$ cat src/rtl/aq_pkg.sv
package aq_pkg;

    typedef enum logic [1:0] {
        ACT_NONE   = 2'b00,
        ACT_LOW    = 2'b01,
        ACT_HIGH   = 2'b10,
        ACT_TOGGLE = 2'b11
    } act_e;

    typedef enum logic [1:0] {
        FRC_OFF  = 2'b00,
        FRC_LOW  = 2'b01,
        FRC_HIGH = 2'b10,
        FRC_DIS  = 2'b11
    } frc_e;

    typedef enum logic [1:0] {
        RLD_ZERO   = 2'b00,
        RLD_PERIOD = 2'b01,
        RLD_EITHER = 2'b10,
        RLD_NOW    = 2'b11
    } rld_e;

    typedef struct packed {
        act_e cmpb_up;
        act_e cmpa_up;
        act_e period;
        act_e zero;
    } act_cfg_t;

    typedef struct packed {
        logic cmpb_up;
        logic cmpa_up;
        logic period;
        logic zero;
    } evt_t;

    // field positions decoded by the action and force registers
    localparam int unsigned ZERO_LSB  = 0;
    localparam int unsigned PRD_LSB   = 2;
    localparam int unsigned CAU_LSB   = 4;
    localparam int unsigned CBU_LSB   = 8;
    localparam int unsigned ACT_SPAN  = 10;
    localparam int unsigned RLD_LSB   = 6;
    localparam int unsigned FRC_FLD_W = 2;

    function automatic act_cfg_t unpack_act(input logic [ACT_SPAN-1:0] w);
        act_cfg_t c;
        c.zero    = act_e'(w[ZERO_LSB +: 2]);
        c.period  = act_e'(w[PRD_LSB  +: 2]);
        c.cmpa_up = act_e'(w[CAU_LSB  +: 2]);
        c.cmpb_up = act_e'(w[CBU_LSB  +: 2]);
        return c;
    endfunction

    // highest-priority event with a non-empty action wins
    function automatic act_e pick_action(input evt_t e, input act_cfg_t c);
        act_e s;
        s = ACT_NONE;
        if (e.zero    && c.zero    != ACT_NONE) s = c.zero;
        if (e.period  && c.period  != ACT_NONE) s = c.period;
        if (e.cmpb_up && c.cmpb_up != ACT_NONE) s = c.cmpb_up;
        if (e.cmpa_up && c.cmpa_up != ACT_NONE) s = c.cmpa_up;
        return s;
    endfunction

    function automatic logic apply_act(input act_e a, input logic cur);
        logic r;
        case (a)
            ACT_LOW:    r = 1'b0;
            ACT_HIGH:   r = 1'b1;
            ACT_TOGGLE: r = ~cur;
            default:    r = cur;
        endcase
        return r;
    endfunction

    function automatic logic reload_due(input rld_e m, input logic z, input logic p);
        logic r;
        case (m)
            RLD_ZERO:   r = z;
            RLD_PERIOD: r = p;
            RLD_EITHER: r = z | p;
            default:    r = 1'b0;
        endcase
        return r;
    endfunction

endpackage

$ cat src/rtl/aq_evt_gen.sv
module aq_evt_gen
    import aq_pkg::*;
#(
    parameter int unsigned CNT_W = 16
) (
    input  logic             tick,
    input  logic             ctr_zero,
    input  logic             ctr_period,
    input  logic             ctr_up,
    input  logic [CNT_W-1:0] ctr_value,
    input  logic [CNT_W-1:0] cmp_a_val,
    input  logic [CNT_W-1:0] cmp_b_val,
    output evt_t             evt
);

    logic hit_a;
    logic hit_b;

    always_comb begin
        hit_a       = (ctr_value == cmp_a_val);
        hit_b       = (ctr_value == cmp_b_val);
        evt.zero    = tick & ctr_zero;
        evt.period  = tick & ctr_period;
        evt.cmpa_up = tick & ctr_up & hit_a;
        evt.cmpb_up = tick & ctr_up & hit_b;
    end

endmodule

$ cat src/rtl/aq_cfg_regs.sv
module aq_cfg_regs
    import aq_pkg::*;
#(
    parameter int unsigned N_OUT    = 2,
    parameter int unsigned REG_W    = 16,
    parameter int unsigned ADDR_W   = 2,
    parameter int unsigned ACT_BASE = 0,
    parameter int unsigned FRC_ADDR = 2,
    parameter int unsigned RLD_ADDR = 3
) (
    input  logic                   clk,
    input  logic                   rst,
    input  logic                   wr_en,
    input  logic [ADDR_W-1:0]      wr_addr,
    input  logic [REG_W-1:0]       wr_data,
    output act_cfg_t [N_OUT-1:0]   act_cfg,
    output rld_e                   rld_mode,
    output logic                   frc_wr
);

    localparam logic [ADDR_W-1:0] FRC_A = ADDR_W'(FRC_ADDR);
    localparam logic [ADDR_W-1:0] RLD_A = ADDR_W'(RLD_ADDR);

    act_cfg_t act_q [N_OUT];
    rld_e     rld_q;
    logic     unused_wr;

    assign unused_wr = ^wr_data;

    always_ff @(posedge clk) begin
        if (rst) begin
            for (int i = 0; i < N_OUT; i++) begin
                act_q[i] <= '0;
            end
            rld_q <= RLD_ZERO;
        end else if (wr_en) begin
            for (int i = 0; i < N_OUT; i++) begin
                if (wr_addr == ADDR_W'(ACT_BASE + i)) begin
                    act_q[i] <= unpack_act(wr_data[ACT_SPAN-1:0]);
                end
            end
            if (wr_addr == RLD_A) begin
                rld_q <= rld_e'(wr_data[RLD_LSB +: 2]);
            end
        end
    end

    for (genvar g = 0; g < N_OUT; g++) begin : g_cfg_out
        assign act_cfg[g] = act_q[g];
    end

    assign rld_mode = rld_q;
    assign frc_wr   = wr_en & (wr_addr == FRC_A);

endmodule

$ cat src/rtl/aq_force_ctl.sv
module aq_force_ctl
    import aq_pkg::*;
#(
    parameter int unsigned N_OUT = 2,
    localparam int unsigned FRC_W = FRC_FLD_W * N_OUT
) (
    input  logic             clk,
    input  logic             rst,
    input  evt_t             evt,
    input  rld_e             rld_mode,
    input  logic             frc_wr,
    input  logic [FRC_W-1:0] frc_wdata,
    output logic [FRC_W-1:0] frc_active,
    output logic [FRC_W-1:0] frc_eff,
    output logic             reload_now
);

    logic [FRC_W-1:0] shadow_q;
    logic [FRC_W-1:0] active_q;
    logic             direct_wr;

    // evt is already qualified by tick
    assign reload_now = reload_due(rld_mode, evt.zero, evt.period);
    assign direct_wr  = frc_wr & (rld_mode == RLD_NOW);

    always_ff @(posedge clk) begin
        if (rst) begin
            shadow_q <= '0;
        end else if (frc_wr) begin
            shadow_q <= frc_wdata;
        end
    end

    always_ff @(posedge clk) begin
        if (rst) begin
            active_q <= '0;
        end else if (reload_now) begin
            active_q <= shadow_q;
        end else if (direct_wr) begin
            active_q <= frc_wdata;
        end
    end

    // a reloading tick is already governed by the new copy
    assign frc_eff    = reload_now ? shadow_q : active_q;
    assign frc_active = active_q;

endmodule

$ cat src/rtl/aq_out_chan.sv
module aq_out_chan
    import aq_pkg::*;
(
    input  logic     clk,
    input  logic     rst,
    input  logic     tick,
    input  evt_t     evt,
    input  act_cfg_t cfg,
    input  frc_e     frc,
    output logic     level
);

    act_e sel;
    logic nxt;

    always_comb begin
        sel = pick_action(evt, cfg);
        case (frc)
            FRC_LOW:  nxt = 1'b0;
            FRC_HIGH: nxt = 1'b1;
            default:  nxt = apply_act(sel, level);
        endcase
    end

    always_ff @(posedge clk) begin
        if (rst) begin
            level <= 1'b0;
        end else if (tick) begin
            level <= nxt;
        end
    end

endmodule

$ cat src/rtl/pwm_aq_force.sv
module pwm_aq_force
    import aq_pkg::*;
#(
    parameter int unsigned CNT_W    = 16,
    parameter int unsigned REG_W    = 16,
    parameter int unsigned ADDR_W   = 2,
    parameter int unsigned ACT_BASE = 0,
    parameter int unsigned FRC_ADDR = 2,
    parameter int unsigned RLD_ADDR = 3
) (
    input  logic              clk,
    input  logic              rst,
    input  logic              tick,
    input  logic              ctr_zero,
    input  logic              ctr_period,
    input  logic              ctr_up,
    input  logic [CNT_W-1:0]  ctr_value,
    input  logic [CNT_W-1:0]  cmp_a_val,
    input  logic [CNT_W-1:0]  cmp_b_val,
    input  logic              wr_en,
    input  logic [ADDR_W-1:0] wr_addr,
    input  logic [REG_W-1:0]  wr_data,
    output logic              pwm_a,
    output logic              pwm_b
);

    localparam int unsigned N_OUT = 2;
    localparam int unsigned FRC_W = FRC_FLD_W * N_OUT;

    evt_t                 evt;
    act_cfg_t [N_OUT-1:0] act_cfg;
    rld_e                 rld_mode;
    logic                 frc_wr;
    logic [FRC_W-1:0]     frc_active;
    logic [FRC_W-1:0]     frc_eff;
    logic                 reload_now;
    logic [N_OUT-1:0]     lvl;

    aq_evt_gen #(.CNT_W(CNT_W)) u_evt (
        .tick       (tick),
        .ctr_zero   (ctr_zero),
        .ctr_period (ctr_period),
        .ctr_up     (ctr_up),
        .ctr_value  (ctr_value),
        .cmp_a_val  (cmp_a_val),
        .cmp_b_val  (cmp_b_val),
        .evt        (evt)
    );

    aq_cfg_regs #(
        .N_OUT    (N_OUT),
        .REG_W    (REG_W),
        .ADDR_W   (ADDR_W),
        .ACT_BASE (ACT_BASE),
        .FRC_ADDR (FRC_ADDR),
        .RLD_ADDR (RLD_ADDR)
    ) u_cfg (
        .clk      (clk),
        .rst      (rst),
        .wr_en    (wr_en),
        .wr_addr  (wr_addr),
        .wr_data  (wr_data),
        .act_cfg  (act_cfg),
        .rld_mode (rld_mode),
        .frc_wr   (frc_wr)
    );

    aq_force_ctl #(.N_OUT(N_OUT)) u_frc (
        .clk        (clk),
        .rst        (rst),
        .evt        (evt),
        .rld_mode   (rld_mode),
        .frc_wr     (frc_wr),
        .frc_wdata  (wr_data[FRC_W-1:0]),
        .frc_active (frc_active),
        .frc_eff    (frc_eff),
        .reload_now (reload_now)
    );

    for (genvar g = 0; g < N_OUT; g++) begin : g_chan
        aq_out_chan u_chan (
            .clk   (clk),
            .rst   (rst),
            .tick  (tick),
            .evt   (evt),
            .cfg   (act_cfg[g]),
            .frc   (frc_e'(frc_eff[FRC_FLD_W*g +: FRC_FLD_W])),
            .level (lvl[g])
        );
    end

    assign pwm_a = lvl[0];
    assign pwm_b = lvl[1];

endmodule

$ cat config.mk
export PLATFORM = sky130hd
export DESIGN_NAME = pwm_aq_force
export DESIGN_NICKNAME = d
export VERILOG_FILES = /design/src/rtl/aq_pkg.sv /design/src/rtl/aq_evt_gen.sv /design/src/rtl/aq_cfg_regs.sv /design/src/rtl/aq_force_ctl.sv /design/src/rtl/aq_out_chan.sv /design/src/rtl/pwm_aq_force.sv
export SDC_FILE = /design/constraint.sdc
export NUM_CORES = 1
export LEC_CHECK = 0
export BUFFER_PORTS_ARGS = -buffer_cell sky130_fd_sc_hd__buf_2
export CORE_ASPECT_RATIO = 1.25
export CORE_MARGIN = 8
export CORE_UTILIZATION = 44
export CTS_CLUSTER_SIZE = 8
export DETAILED_ROUTE_END_ITERATION = 7
export GPL_TIMING_DRIVEN = 0
export PLACE_DENSITY = 0.77
export SLEW_MARGIN = 20
export SYNTH_ARGS = -nofsm -noshare
export SYNTH_HDL_FRONTEND = slang
export SYNTH_SLANG_ARGS = --single-unit
$ cat constraint.sdc
create_clock -name clk -period 2.3 [get_ports clk]
set_input_delay 0.23 -clock clk [delete_from_list [all_inputs] [get_ports clk]]
set_output_delay 0.23 -clock clk [all_outputs]
set_load 0.02 [all_outputs]
---- Yosys cells after proc, flatten, opt, wreduce, memory -nomap -nowiden ----
Memories as Yosys holds them, arrays and structs flattened.
Cells that the tools add are included.
storage, ports and cells
  register bits ........................... 12
  bits in writable memories ............... 16
  input bits .............................. 73
  memories ................................ 1
cells by class
  eq/ne operators ......................... 18
  muxes and demuxes ....................... 28
  bitwise operators ....................... 12
  reductions and logical operators ........ 24
memory list
  name         depth  width  rd ports  clocked after memory_dff  wr ports  RTL line           text
  u_cfg.act_q  2      8      2         0                         2         aq_cfg_regs.sv:24  act_cfg_t act_q [N_OUT];
operators with widths
  kind                  number
  $eq A16 B16 Y1        2
  $eq A2 B2 Y1 const B  10
  $reduce_bool A2 Y1    9
  $mux W2               8
  $mux W8               2
  $eq A2 B1 Y1 const B  6
  $mux W4               3
  $mux W1               10
  $reduce_bool A5 Y1    2
  $pmux W1 S3           3
  $logic_and A1 B1 Y1   8
  $and A1 B1 Y1         7
  $reduce_and A2 Y1     3
  $logic_not A2 Y1      2
  $pmux W1 S2           2
  $or A1 B1 Y1          3
  $not A1 Y1            2

---- Depth between registers and ports, before layout ----
Gate-level depths: netlist (run 1).
  depth after elaboration ................. 9
  mapped depth ............................ 14
  depth with buffers taken out ............ 13

---- By module ----
Synthesis (run 1) repeated with hierarchy kept, for this count alone.
second synthesis, totals
  cell total of the unflattened synthesis .. 185
  area, all modules ....................... 1,946.9 um2
by module, submodules not included
  module        instances  cells an instance  area an instance (um2)  sequential area each (um2)
  aq_cfg_regs   1          39                 671.9                   520.5
  aq_force_ctl  1          42                 459.2                   160.2
  aq_out_chan   2          29                 219.0                   20.0
  aq_evt_gen    1          46                 377.9                   0.0

---- Worst setup path before layout (run 1) ----
Ideal clock, no wire load.
  path type ............................... input to register
  from .................................... input ctr_zero
  to ...................................... register g_chan[0].u_chan.level
  setup time .............................. 91 ps
  arrival time ............................ 2,116 ps
  setup slack ............................. 93 ps
  stages on the path ...................... 13
  cells stage by stage .................... clkbuf_1 -> a21oi_1 -> nor2_1 -> nor2_1 -> nor2_1 -> nand2_1 -> nand2_1 -> inv_1 -> ha_1 -> o31a_1 -> a31oi_1 -> o21ai_0 -> a311oi_1
on the way
  word-level cells in the longest chain between the ends .. 9
  elaborated cells between the ends (all ways) .. 18
  those cells by class .................... eq/ne: 5; mux: 8; bitwise: 2; reduce/logical: 3
RTL lines
  what                                                      RTL line            text
  from (decl)                                               pwm_aq_force.sv:14  input logic ctr_zero,
  $and A1 B1 Y1 *                                           aq_evt_gen.sv:22    evt.zero = tick & ctr_zero;
  $logic_and A1 B1 Y1                                       aq_pkg.sv:60        if (e.zero && c.zero != ACT_NONE) s = c.zero;
  $mux W2                                                   aq_pkg.sv:60
  $mux W2                                                   aq_pkg.sv:61        if (e.period && c.period != ACT_NONE) s = c.period;
  $mux W2                                                   aq_pkg.sv:62        if (e.cmpb_up && c.cmpb_up != ACT_NONE) s = c.cmpb_up;
  $mux W2                                                   aq_pkg.sv:63        if (e.cmpa_up && c.cmpa_up != ACT_NONE) s = c.cmpa_up;
  $eq A2 B2 Y1 / $eq A2 B1 Y1 (equally long branches)       aq_pkg.sv:69        case (a)
  $pmux W1 S3 / $reduce_bool A5 Y1 (equally long branches)  n/a
  $pmux W1 S2 / $reduce_and A2 Y1 (equally long branches)   n/a
  to (signal assigned)                                      aq_out_chan.sv:29   level <= nxt;
  to (decl)                                                 aq_out_chan.sv:10   output logic level
Mark *: on every way between the ends. The rest lies on a longest branch, timed or not.
A chain may end at the register's enable or synchronous reset.

---- Final worst setup path (run 1) ----
  from .................................... register u_cfg.rld_q[1] (netlist: u_cfg.rld_mode[1])
  to ...................................... register g_chan[0].u_chan.level
on the way
  word-level cells in the longest chain between the ends .. 6
  elaborated cells between the ends (all ways) .. 10
  those cells by class .................... eq/ne: 4; mux: 3; reduce/logical: 3
RTL lines
  what                                                 RTL line            text
  from (decl)                                          aq_cfg_regs.sv:25   rld_e rld_q;
  from (signal assigned)                               aq_cfg_regs.sv:43   rld_q <= rld_e'(wr_data[RLD_LSB +: 2]);
  $eq A2 B2 Y1, or another cell as far along           aq_pkg.sv:80        case (m)
  $pmux W1 S3 *                                        aq_pkg.sv:80
  $mux W4 *                                            aq_force_ctl.sv:45  assign frc_eff = reload_now ? shadow_q : active_q;
  $eq A2 B1 Y1 / $eq A2 B2 Y1 (equally long branches)  aq_out_chan.sv:18   case (frc)
  $reduce_bool A5 Y1 (no line)                         n/a
  $reduce_and A2 Y1 (no line)                          n/a
Marked as above.

==> results of run 1 <==
registers in the layout, summed over array words and instances (netlist names):
register,count
g_chan.u_chan.level,2
u_frc.frc_active,4
u_cfg.rld_mode,2
u_frc.shadow_q,4
u_cfg.act_q,16
critical path: stages, from the launching register on:
cell and delay [ps]:
sky130_fd_sc_hd__dfxtp_2 350, sky130_fd_sc_hd__and3b_2 300, sky130_fd_sc_hd__nor2_4 60, sky130_fd_sc_hd__nor2_4 180, sky130_fd_sc_hd__nand2_2 80, sky130_fd_sc_hd__nand2_2 60, sky130_fd_sc_hd__inv_1 40, sky130_fd_sc_hd__ha_2 180
sky130_fd_sc_hd__o31a_1 300, sky130_fd_sc_hd__a31oi_1 140, sky130_fd_sc_hd__o21ai_1 110, sky130_fd_sc_hd__a311oi_1 260
final cells by class:
class	count	area (sq um)
multi-input cells	164	1140
clock buffers	3	41.3
fillers	357	1690
clock inverters	1	30.0
plain buffers	2	7.51
inverters	8	30.0
flip-flops and latches	28	723
repair buffers	67	335
well taps	56	70.1
final timing paths:
kind	startpoint	to	slack, ps	depth (start not counted)
min reg2reg	u_frc.frc_active[1]	u_frc.frc_active[1]	460	2
max reg2reg	u_cfg.rld_mode[1]	g_chan[0].u_chan.level	140	11
min	wr_data[7]	u_cfg.rld_mode[1]	190	3
max	u_cfg.rld_mode[1]	g_chan[0].u_chan.level	140	11
placed cells by master (no fill, tap or decap), types with 3 or more instances in the layout:
cell / count
sky130_fd_sc_hd__xor2_1: 6
sky130_fd_sc_hd__a22oi_1: 4
sky130_fd_sc_hd__a31oi_1: 4
sky130_fd_sc_hd__dfxtp_1: 10
sky130_fd_sc_hd__and2_1: 8
sky130_fd_sc_hd__xnor2_1: 26
sky130_fd_sc_hd__nor2_1: 15
sky130_fd_sc_hd__clkbuf_8: 3
sky130_fd_sc_hd__nand2_1: 22
sky130_fd_sc_hd__mux2i_1: 6
sky130_fd_sc_hd__buf_2: 67
sky130_fd_sc_hd__nand2b_1: 3
sky130_fd_sc_hd__edfxtp_1: 16
sky130_fd_sc_hd__ha_1: 3
sky130_fd_sc_hd__a21oi_1: 4
sky130_fd_sc_hd__a21o_1: 4
sky130_fd_sc_hd__inv_1: 7
sky130_fd_sc_hd__o21ai_0: 4
sky130_fd_sc_hd__nand3_1: 14
sky130_fd_sc_hd__nor2_4: 3
sky130_fd_sc_hd__nand4_1: 6
sky130_fd_sc_hd__nand2_2: 5
layer usage:
| metal | routed length, um | share of wire, % |
|---|---|---|
| met5 | 0 | 0 |
| met4 | 78 | 1.7 |
| met3 | 491 | 10 |
| met2 | 2370 | 50 |
| met1 | 1760 | 37 |
power breakdown:
part           switching, uW  total (uW)  internal (uW)
clock network            140         373            233
registers               20.0         581            561
logic                    130         249            119
metrics by stage:
step | setup TNS (ps) | hold WS, ps | setup WS (ps) | utilization, % | cell area, sq um
floorplan | 0 | 302 | 92.8 | - | 1840
global placement | -420 | 440 | -227 | 55.2 | 2240
detailed placement | -538 | 446 | -297 | 55.2 | 2240
CTS | 0 | 191 | 13.2 | 57.1 | 2320
global route | 0 | 200 | 5.51 | 58.5 | 2380
finish | 0 | 187 | 140 | 58.5 | 2380
cell families (layout without fill, tap and decap cells):
| group | count (synthesis) | count (layout) |
|---|---|---|
| fa+ha+maj | 4 | 4 |
| buf+inv | 10 | 81 |
| simple gates | 83 | 84 |
| mux | 6 | 6 |
| flops | 28 | 28 |
| compound gates | 38 | 38 |
| xor+xnor | 32 | 32 |
timing repair:
action,in CTS,in global routing
gates cloned,0,1
gates resized for setup,3,18
endpoints found under the hold margin,0,0
pin swaps,0,5
setup endpoints to repair,2,2
==> results.md, run 1 <==
Detailed routing:
- In the routed layout, each cell is associated on average with a via count of 5.26.
- The average wire per standard cell is 14.3 um.
- The post-route antenna net violation count is 0.
- For this run, the detailed router's first-pass iteration total came to 4.
- The total detailed-routing wirelength is 4690 um.
- The routed via count is 1731.
- The number of DRC violations after detailed-routing iteration 0 is 83.
- After detailed routing, the number of remaining DRC violations is 0.

Global routing:
- The via count of the first global-routing pass was 1768.
- The total congestion overflow after global routing is 0.
- The first global-routing pass estimated 7620 um of wire.
- Global routing used 14.6% of the available tracks.
- The number of antenna violations at the first check in global routing was 0.
- The global-route track usage on met2 is 26.3%.
- The met3 demand-to-capacity share in global routing is 3.85%.
- After global routing, the most crowded layer is met2.
- Global routing used 15.6% of the available met1 tracks.
- Entering global routing, the biggest net connects 17 pins.

Yosys:
- Of all flip-flops after synthesis, the portion carrying an async set or reset was 0%.
- In this run the cell area of the synthesized design comes to 0.00184 sq mm.
- The adder-cell area share of the yosys netlist is 2.72%.
- By count the netlist is led by sky130_fd_sc_hd__nand2_1, sky130_fd_sc_hd__xnor2_1, sky130_fd_sc_hd__nor2_1.
- Synthesis inferred 28 register bits.
- The compound-gate portion of the synthesized area is 14.8%.
- The largest family of logic cells by synthesized area is simple AND/OR/NAND/NOR gates.
- Sorting the synthesized cells by area gives the leading types as sky130_fd_sc_hd__edfxtp_1, sky130_fd_sc_hd__dfxtp_1, sky130_fd_sc_hd__xnor2_1.
- In the post-synthesis netlist, the cell with the most instances is sky130_fd_sc_hd__nand2_1.
- The Yosys step of the flow raised 0 warnings.
- Dividing the synthesized area by the synthesized cell count gives 9.15 sq um.
- The post-synthesis net count is 278.
- The sequential-to-total area share from yosys stat is 39.2%.
- The area share of xor/xnor cells in the synthesized design is 15.2%.
- The most used flip-flop cell after synthesis is sky130_fd_sc_hd__edfxtp_1.
- The mux share of post-synthesis cell area is 3.27%.
- Counting flops with a built-in enable in the synthesized netlist gives 16.
- Synthesis handed over a netlist of 201 instances.
- Of all cell types, the one taking the most synthesized area is sky130_fd_sc_hd__edfxtp_1.
- The netlist uses 33 different library cells.
- In this run the biggest area consumer among cell types represents 26.1% of the synthesized area.
- The simple-gate portion of the synthesized area is 22.7%.

Power:
- Power spread over the standard cell area amounts to 506 mW/mm^2.
- Across the VDD grid, the largest voltage drop is 0.389 mV.
- The analysis attributes to cell leakage a power of 0.000968 uW.
- Summing internal, switching and leakage power gives 1200 uW.

Clock network:
- The level count of the clock H-tree is 1.
- Hold repair after CTS inserted 0 buffers.
- Clock latency on the worst-skew pair, taken at its later pin, is 270 ps.
- TritonCTS built the clock tree.
- The buffer depth of the longest clock path is 2.
- The buffers inserted during post-CTS setup optimization is 0.
- For this design, the sink count on the clock tree is 28.
- Clock tree synthesis inserted a total of 3 buffers.
- Clock tree synthesis selected as its root buffer the cell sky130_fd_sc_hd__clkbuf_8.
- The post-CTS clock slew at the launch and capture registers of the worst setup and hold paths is 90 ps.

Floorplan:
- The die is 88.3 um tall.
- For this design the top-level I/O count stands at 75.
- Once the floorplan was initialized, standard cells occupied 45.2% of the core.
- The die covers 0.00652 sq mm.
- In this run the standard cell core region covers 0.00407 sq mm.
- The floorplan has 26 rows.
- The die is 73.8 um wide.

STA:
- Setup repair after global routing left no endpoint under its margin.
- The count of endpoints failing hold in the final timing report came to 0.
- At the pin with the least slew margin, the transition time is 766 ps.
- The timing-limited maximum frequency is 463 MHz.
- The headroom to the max-slew limit is 48.8%.
- The clock skew after layout is 3.91 ps.
- Setup violations remaining at the end of the flow were counted as 0.
- The final count of pins violating max slew came to 0.
- The routed design could run at a clock period as short as 2160 ps.
- After layout, the worst path uses 93.9% of the clock period.

Place:
- The HPWL after detailed placement is 3880 um.
- In this run the tool buffered the top-level ports with 67 buffer cells.
- Routability-driven placement finished with a final weighted congestion of 0.880.
- The total instance count after detailed placement is 324.

Setup path:
- The required arrival time at the worst endpoint is 2480 ps.
- STA classifies the critical path endpoint as a flip-flop.
- Data on the critical path arrives at its endpoint at 2340 ps.
- STA classifies the critical path startpoint as a flip-flop.
- By startpoint and endpoint, the worst setup path is classified as flip-flop to flip-flop.
- Along the worst path, the maximum fanout reaches 5.

Finish:
- In the final design database the tool counted 351 nets.
- Excluding fillers, the count of instances in the completed layout stands at 329.
- Compared with the post-synthesis result, the final layout area differs by 29.3%.
- The repair_antennas step left the layout with diodes totalling 0.
- The fraction of layout instances using a drive strength above 1 is 34.8%.

Worst hold path:
- The worst hold path belongs to the class input pin to flip-flop.

Status:
- The run finished with clean final reports.

Job:
- The number of maximum-capacitance constraint violations is 0.
No activity file was read; power rests on OpenSTA's default activity.
==> run 2: changes to the inputs <==
- CORE_UTILIZATION: 44 -> 48
- PLACE_DENSITY: 0.77 -> 0.8
- clock period: 2.3 -> 2.1 ns (I/O delays scaled with it)
==> run 2 against run 1 <==
  * Largest cell class unchanged
  * Die area down 6.7%
  * Critical path type unchanged
  * Combinational power up 13%
  * Non-clock buffer count up 7
  * Hold slack worse by 27 ps
  * The flow now finishes with violations (negative setup slack)
  * Critical endpoint unchanged
  * Sequential power up 9.3%
  * Utilization up 6.8 points
==> results.md, run 2 (synthesis results as in run 1) <==
Clock network:
- The clock tree from TritonCTS is yes.
- The CTS root buffer is sky130_fd_sc_hd__clkbuf_8.
- The CTS sink count is 28.
- The post-CTS clock slew at the launch and capture registers of the worst setup and hold paths is 100 ps.
- The source-to-sink clock delay at the later pin of the worst-skew pair is 280 ps.
- The number of hold buffers added after CTS was 0.
- In this run the deepest clock path goes through 2 buffers.
- The number of clock buffers added by TritonCTS is 3.
- CTS built an H-tree with a depth of 1.

Status:
- The final reports fail on negative setup slack.
- The run finished, with violations left.

Power:
- The worst supply voltage drop on vdd is 0.447 mV.
- The clock network accounts for 31.3% of the total power.
- The proportion of total power due to net switching is 24.6%.
- The cell-internal power is 1010 uW.
- In this run the power spent charging and discharging nets is 328 uW.
- The share of total power dissipated in sequential elements is 47.6%.
- The power per standard cell area is 549 mW/mm^2.
- The analysis attributes to cell leakage a power of 0.00101 uW.
- Of the total power, combinational logic draws 21.1%.

Finish:
- The count of nets after finishing is 357.
- The total inserted antenna cells is 0.
- Once layout is complete, the utilization of the core stands at 65.2%.
- In the final layout, the share of cells above drive strength 1 is 38.7%.
- The area growth from synthesis to final layout is 32.0%.
- The register with the most flip-flops in the layout has 16 of them.
- Once layout is complete, the cells apart from fillers number 319.
- Leaving out fill and tap cells, the most frequent cells in the layout are sky130_fd_sc_hd__buf_2, sky130_fd_sc_hd__xnor2_1, sky130_fd_sc_hd__nand2_1, sky130_fd_sc_hd__edfxtp_1, sky130_fd_sc_hd__nor2_1.
- The most frequent standard cell in the layout excluding fill and tap cells is sky130_fd_sc_hd__buf_2.
- The register with the most flip-flops is u_cfg.act_q.

Detailed routing:
- The detail route stage leaves a number of antenna-violating nets equal to 0.
- The average vias per placed instance is 5.61.
- The number of search-and-repair iterations in the first detailed-routing pass is 4.
- Wires add up to 4980 um.
- In the routed design, unresolved DRC markers number 0.
- In the final routed layout, each cell accounts on average for 15.6 um.
- The routed via count is 1790.
- The number of DRC violations after detailed-routing iteration 0 is 70.

STA:
- The minimum clock period after layout is 2180 ps.
- The final count of pins violating max slew is 0.
- Setup repair after global routing could not meet its margin everywhere.
- At the pin with the least slew margin, the transition time is 795 ps.
- Setup total negative slack on the finished layout was measured at -131 ps.
- After layout, the worst setup slack is -75.8 ps.
- The final count of negative-setup-slack endpoints is 2.
- The headroom to the max-slew limit is 46.9%.
- Derived from the worst setup path, the maximum achievable clock frequency is 460 MHz.
- Across the routed clock network, the largest skew measured is 14.5 ps.
- The post-route fraction of the period consumed by the critical path is 104%.
- The count of endpoints failing hold in the final timing report is 0.

Setup path:
- The worst setup path startpoint is u_cfg.rld_mode[0].
- Counting cells, the worst reg-to-reg path comes to 10.
- The slowest library cell on the worst path is sky130_fd_sc_hd__dfxtp_4.
- Following the worst setup path forward leads to its endpoint at g_chan[0].u_chan.level.
- For the worst setup path, the data arrival time is 2350 ps.
- The worst register-to-register path begins at u_cfg.rld_mode[0].
- The highest cell delay on the worst timing path is 370 ps.
- The required arrival time at the worst endpoint is 2270 ps.
- The worst setup path is of the flip-flop to flip-flop kind.
- STA classifies the critical path endpoint as a flip-flop.
- The kind of start point of the critical path is a flip-flop.
- The worst reg-to-reg setup slack is -80 ps.
- The worst register-to-register path ends at g_chan[0].u_chan.level.
- Traced cell by cell, the critical path runs through and3b_2 > o21ai_2 > nand2_1 > nand2_2 > inv_2 > ha_2 > o31a_1 > a31oi_1 > o21ai_1 > a311oi_1.
- Of all nets on the critical path, the largest fanout is 4.

Place:
- The HPWL after detailed placement is 3940 um.
- During placement, the flow inserted port buffers numbering 67.
- Once placement completed, the tool counted placed cells totaling 308.
- At the end of routability-driven placement, the weighted congestion stood at 0.925.

Worst hold path:
- Counting instances, the worst hold path has a depth of 3.
- The worst hold path belongs to the class input pin to flip-flop.
- In this run the most critical hold path is launched from wr_data[7].

Floorplan:
- The floorplan step defined a die boundary enclosing 0.00608 sq mm.
- The floorplan has 25 rows.
- For this configuration, the core starts out at a cell density of 49.4%.
- The die width is 71.4 um.
- The core region is 0.00372 sq mm.
- The overall die height is 85.2 um.
- Pin placement for this block handled 75 I/O pins.

Global routing:
- The first global-routing pass estimated 7900 um of wire.
- The total congestion overflow after global routing is 0.
- The number of antenna violations at the first check in global routing is 0.
- The global-route usage over all layers is 16.0%.
- The via count of the first global-routing pass is 1772.
- Entering global routing, the biggest net connects 17 pins.

Job:
- Across the run, the number of max-cap violations was 0.
run 2: cell count changes in the layout (fill, tap and decap cells not counted), moves of 2 or more:
cell / previous run / this run
sky130_fd_sc_hd__nand2_1: 22 / 20
sky130_fd_sc_hd__nand2_2: 5 / 7
sky130_fd_sc_hd__ha_4: 0 / 2
sky130_fd_sc_hd__inv_2: 0 / 3
sky130_fd_sc_hd__ha_1: 3 / 1
sky130_fd_sc_hd__buf_4: 0 / 6
sky130_fd_sc_hd__inv_1: 7 / 4
run 2: power groups by stage:
stage	Combinational (uW)	Clock, uW	Sequential, uW
3_3_place_gp	255	0	647
4_1_cts	273	426	635
3_5_place_dp	260	0	648
6_report	281	418	635
2_1_floorplan	144	0	645
5_1_grt	309	449	638
run 2: metrics by stage:
stage          hold slack (ps)  setup WS (ps)  cell area [sq um]  total power [uW]
2_1_floorplan              282           21.5               1840               788
3_3_place_gp               440           -296               2230               902
3_5_place_dp               444           -373               2230               908
4_1_cts                    165          -79.0               2350              1330
5_1_grt                    154           -206               2430              1400
6_report                   160          -75.8               2430              1330
run 2: metal layers:
layer / wire length, um / up-vias / global-route usage [%]
met2: 2510 / 79 / 29.0
li1: - / 880 / -
met4: 114 / 0 / 7.02
met3: 539 / 11 / 6.13
met5: 0 / - / 0
met1: 1810 / 820 / 15.5
run 2: repair_timing:
action,4_1_cts,5_1_grt
resized for setup,12,17
buffers inserted,4,3
endpoints found under the setup margin,2,2
pin swaps,8,13
run 2: critical path: cells and delay by family (launching register included):
kind                       cells  cell delay, ps
AOI/OAI and AO/OA              5            1060
and+or+nand+nor                3             440
DFF                            1             370
adders and majority gates      1             150
buffers and inverters          1              40
run 2: area by class of cell:
type | instances | area [sq um]
repair buffers | 74 | 392
well taps | 40 | 50.0
plain buffers | 2 | 7.51
flip-flops and latches | 28 | 726
inverters | 8 | 30.0
fillers | 312 | 1290
clock inverters | 1 | 30.0
clock buffers | 3 | 41.3
multi-input cells | 163 | 1150
run 2: worst min path at each step:
| stage | endpoint | slack, ps |
|---|---|---|
| CTS | u_cfg.rld_mode[1] | 160 |
| detailed placement | u_frc.frc_active[1] | 440 |
| floorplan | g_chan[0].u_chan.level | 280 |
| finish | u_cfg.rld_mode[1] | 160 |
| global placement | u_frc.frc_active[2] | 440 |
| global route | u_cfg.rld_mode[1] | 150 |
==> run 3: changes to the inputs <==
- BUFFER_PORTS_ARGS: -buffer_cell sky130_fd_sc_hd__buf_2 -> unset
- CORE_UTILIZATION: 48 -> 60
- DONT_BUFFER_PORTS: unset -> 1
- PLACE_DENSITY: 0.8 -> 0.76
- RECOVER_POWER: unset -> 50
- SETUP_SLACK_MARGIN: unset -> 0.3
==> run 3 against run 2 <==
  * Critical endpoint unchanged
  * Global-route usage is 0.98 points higher
  * Largest cell class unchanged
  * Hold slack worse by 130 ps
  * Worst setup slack better by 59 ps
  * Clock skew is 2.8 ps lower
  * The flow still finishes with violations (negative setup slack)
==> results.md, run 3 (synthesis results as in run 1) <==
Status:
- The run finished, with violations left.
- The final reports fail on negative setup slack.

Setup path:
- In this run the worst path has a maximum fanout of 8.
- STA puts the critical path data required time at 2350 ps.
- The signal on the critical path passes through and3b_2 > nor2_2 > nor2_4 > nand2_1 > nand2_1 > inv_1 > ha_1 > o31a_1 > a31oi_1 > o21ai_1 > a311oi_1.
- In this design, the critical path's most frequently occurring cell is sky130_fd_sc_hd__nand2_1.
- The kind of start point of the critical path is a flip-flop.
- The kind of cell adding the most delay to the critical path is compound AO/OA/AOI/OAI gates.
- The number of gates on the worst path with buffers counted is 11.
- The buffer and inverter count on the worst path is 1.
- On the worst path, the slowest cell contributes a delay of 350 ps.
- The critical path in this run is classified as flip-flop to flip-flop.
- The worst reg2reg path depth is 11.
- Among all stages on the critical path, the largest delay is contributed by sky130_fd_sc_hd__dfxtp_2.
- The critical path capture point type is a flip-flop.
- In this run the critical register-to-register path is launched from u_cfg.rld_mode[1].
- Tracing the worst setup path back leads to its startpoint at u_cfg.rld_mode[1].
- For the worst setup path, the data arrival time is 2360 ps.

Finish:
- Summing all multi-input logic gate instances after layout gives 0.00111 sq mm.
- Leaving out fill and tap cells, the most frequent cells in the layout are sky130_fd_sc_hd__xnor2_1, sky130_fd_sc_hd__nand2_1, sky130_fd_sc_hd__edfxtp_1, sky130_fd_sc_hd__nor2_1, sky130_fd_sc_hd__nand3_1.
- The footprint of the flip-flops and latches is 723 sq um.
- Ranked by flip-flop count, first place goes to u_cfg.act_q.
- The count of nets after finishing is 286.
- Of the cells placed in the final design, the portion with a size suffix greater than 1 is 12.5%.
- The total of fill cells in the finished design is 243.
- Leaving out fill and tap cells, the most frequent cell in the layout is sky130_fd_sc_hd__xnor2_1.
- The area growth from synthesis to final layout is 7.41%.
- The register with the most flip-flops in the layout has 16 of them.
- The total inserted antenna cells is 0.

STA:
- Setup violations remaining at the end of the flow were counted as 1.
- The count of endpoints failing hold in the final timing report is 0.
- The final count of pins violating max slew was 0.
- For the pin with the worst max-slew slack, the measured transition is 833 ps.
- The timing-limited maximum frequency is 472 MHz.
- The clock skew after layout is 11.6 ps.
- The post-route fraction of the period consumed by the critical path is 101%.
- The worst-case setup margin in the final layout is -17.0 ps.
- Setup repair after global routing could not meet its margin everywhere.
- For the final routed database, the setup TNS stands at -17.0 ps.
- The routed design could run at a clock period as short as 2120 ps.
- The headroom to the max-slew limit is 44.3%.

Worst hold path:
- The worst hold path begins at wr_data[3].
- In this run the worst hold path is classified as input pin to flip-flop.
- The instance count along the most critical hold path is 2.

Floorplan:
- The die width is 65.5 um.
- The row count is 22.
- The area enclosed by the die boundary is 0.00510 sq mm.
- The starting utilization of the core area is 62.4%.
- The overall die height is 77.9 um.
- The I/O pin count is 75.
- The total area inside the core boundary comes to 0.00295 sq mm.

Detailed routing:
- After detailed routing, the wire length on met1 is 1510 um.
- The number of DRC violations after detailed-routing iteration 0 is 62.
- The first TritonRoute pass finished after 4 iterations.
- In the final routed layout, each cell accounts on average for 17.8 um.
- The routed via count is 1551.
- For this run, design rule violations remaining after detail routing come to 0.
- The total detailed-routing wirelength is 4330 um.
- The detailed route wirelength on metal2 is 2300 um.
- The uppermost signal routing layer after detailed routing is met4.
- The post-route antenna net violation count is 0.
- The average vias per placed instance is 6.36.
- After detailed routing, the met3 layer carries 451 um of wire.

Clock network:
- The later pin in the worst-skew pair is clocked with a latency of 320 ps.
- In this run the number of H-tree levels came out at 1.
- The CTS sink count is 28.
- The CTS root buffer is sky130_fd_sc_hd__clkbuf_4.
- The buffer depth of the longest clock path is 2.
- The post-CTS clock slew at the launch and capture registers of the worst setup and hold paths is 140 ps.
- The number of clock buffers added by TritonCTS is 3.
- TritonCTS built the clock tree.

Power:
- Net switching is 25.4% of the power.
- The switching power total is 263 uW.
- Power spread over the standard cell area amounts to 525 mW/mm^2.
- The static power due to leakage is 0.000687 uW.
- The clock network is responsible for 20.6% of the overall power.
- VDD sags by at most 0.491 mV.
- The power consumption is 1040 uW.
- The cell-internal power is 774 uW.
- Sequential cells account for 61.7% of the total power.
- In this run, the combinational gates consume 17.6% of the power.

Global routing:
- The wire length of the first global-routing pass is 7090 um.
- The total congestion overflow after global routing is 0.
- Global routing consumed, over all layers together, 17.0% of the routing resources.
- The maximum number of pins on one net before global-route repair is 16.
- The number of antenna violations at the first check in global routing was 0.
- The via count of the first global-routing pass is 1562.

Place:
- The count of input and output buffers is 0.
- The placer congestion estimate is 0.825.
- The wire-length estimate of the detail-placed layout is 3630 um.

Job:
- The number of maximum-capacitance constraint violations is 0.
[run 3: worst register-to-register path: stages (launching register included)]
cell                       delay [ps]
sky130_fd_sc_hd__dfxtp_2          350
sky130_fd_sc_hd__and3b_2          260
sky130_fd_sc_hd__nor2_2            60
sky130_fd_sc_hd__nor2_4           160
sky130_fd_sc_hd__nand2_1           70
sky130_fd_sc_hd__nand2_1           90
sky130_fd_sc_hd__inv_1             50
sky130_fd_sc_hd__ha_1             170
sky130_fd_sc_hd__o31a_1           300
sky130_fd_sc_hd__a31oi_1          160
sky130_fd_sc_hd__o21ai_1          110
sky130_fd_sc_hd__a311oi_1         270
[run 3: repair_timing]
action / 4_1_cts / 5_1_grt
buffers inserted: 2 / 0
resized for setup: 8 / 0
pin swaps: 6 / 0
hold buffers: 1 / 0
endpoints found under the hold margin: 2 / 0
setup endpoints to repair: 2 / 2
[run 3: per-layer routing]
layer / up-vias / global-route usage (%)
li1: 735 / -
met1: 721 / 17.0
met2: 83 / 31.9
met3: 12 / 5.32
met4: 0 / 5.03
met5: - / 0
[run 3: area by class of cell]
class,count,area share [%]
inverters,8,1.52
flip-flops and latches,28,36.6
clock buffers,3,1.14
well taps,36,2.28
multi-input cells,163,56.1
repair buffers,3,1.27
clock inverters,1,0.190
plain buffers,2,0.887
[run 3: power groups by stage]
| stage | Combinational [uW] | Clock, uW | Sequential, uW |
|---|---|---|---|
| 6_report | 183 | 214 | 640 |
| 3_3_place_gp | 168 | 0 | 651 |
| 2_1_floorplan | 147 | 0 | 645 |
| 3_5_place_dp | 173 | 0 | 652 |
| 4_1_cts | 183 | 219 | 640 |
| 5_1_grt | 204 | 241 | 644 |
[run 3: path summary, 6_finish.rpt]
kind                                  to  slack, ps
hold reg to reg      u_frc.frc_active[0]        470
hold / removal         u_frc.shadow_q[3]         30
setup / recovery  g_chan[0].u_chan.level        -20
setup reg to reg  g_chan[0].u_chan.level        -20
[run 3: through the flow]
stage	instance area [sq um]	utilization (%)	hold WS, ps	instances	worst slack [ps]
4_1_cts	1980	67.1	32.7	244	13.4
3_5_place_dp	1900	64.6	294	237	-150
3_3_place_gp	1900	64.6	292	237	-116
6_report	1980	67.1	31.9	244	-17.0
5_1_grt	1980	67.1	22.9	244	-164
2_1_floorplan	1860	-	282	201	132
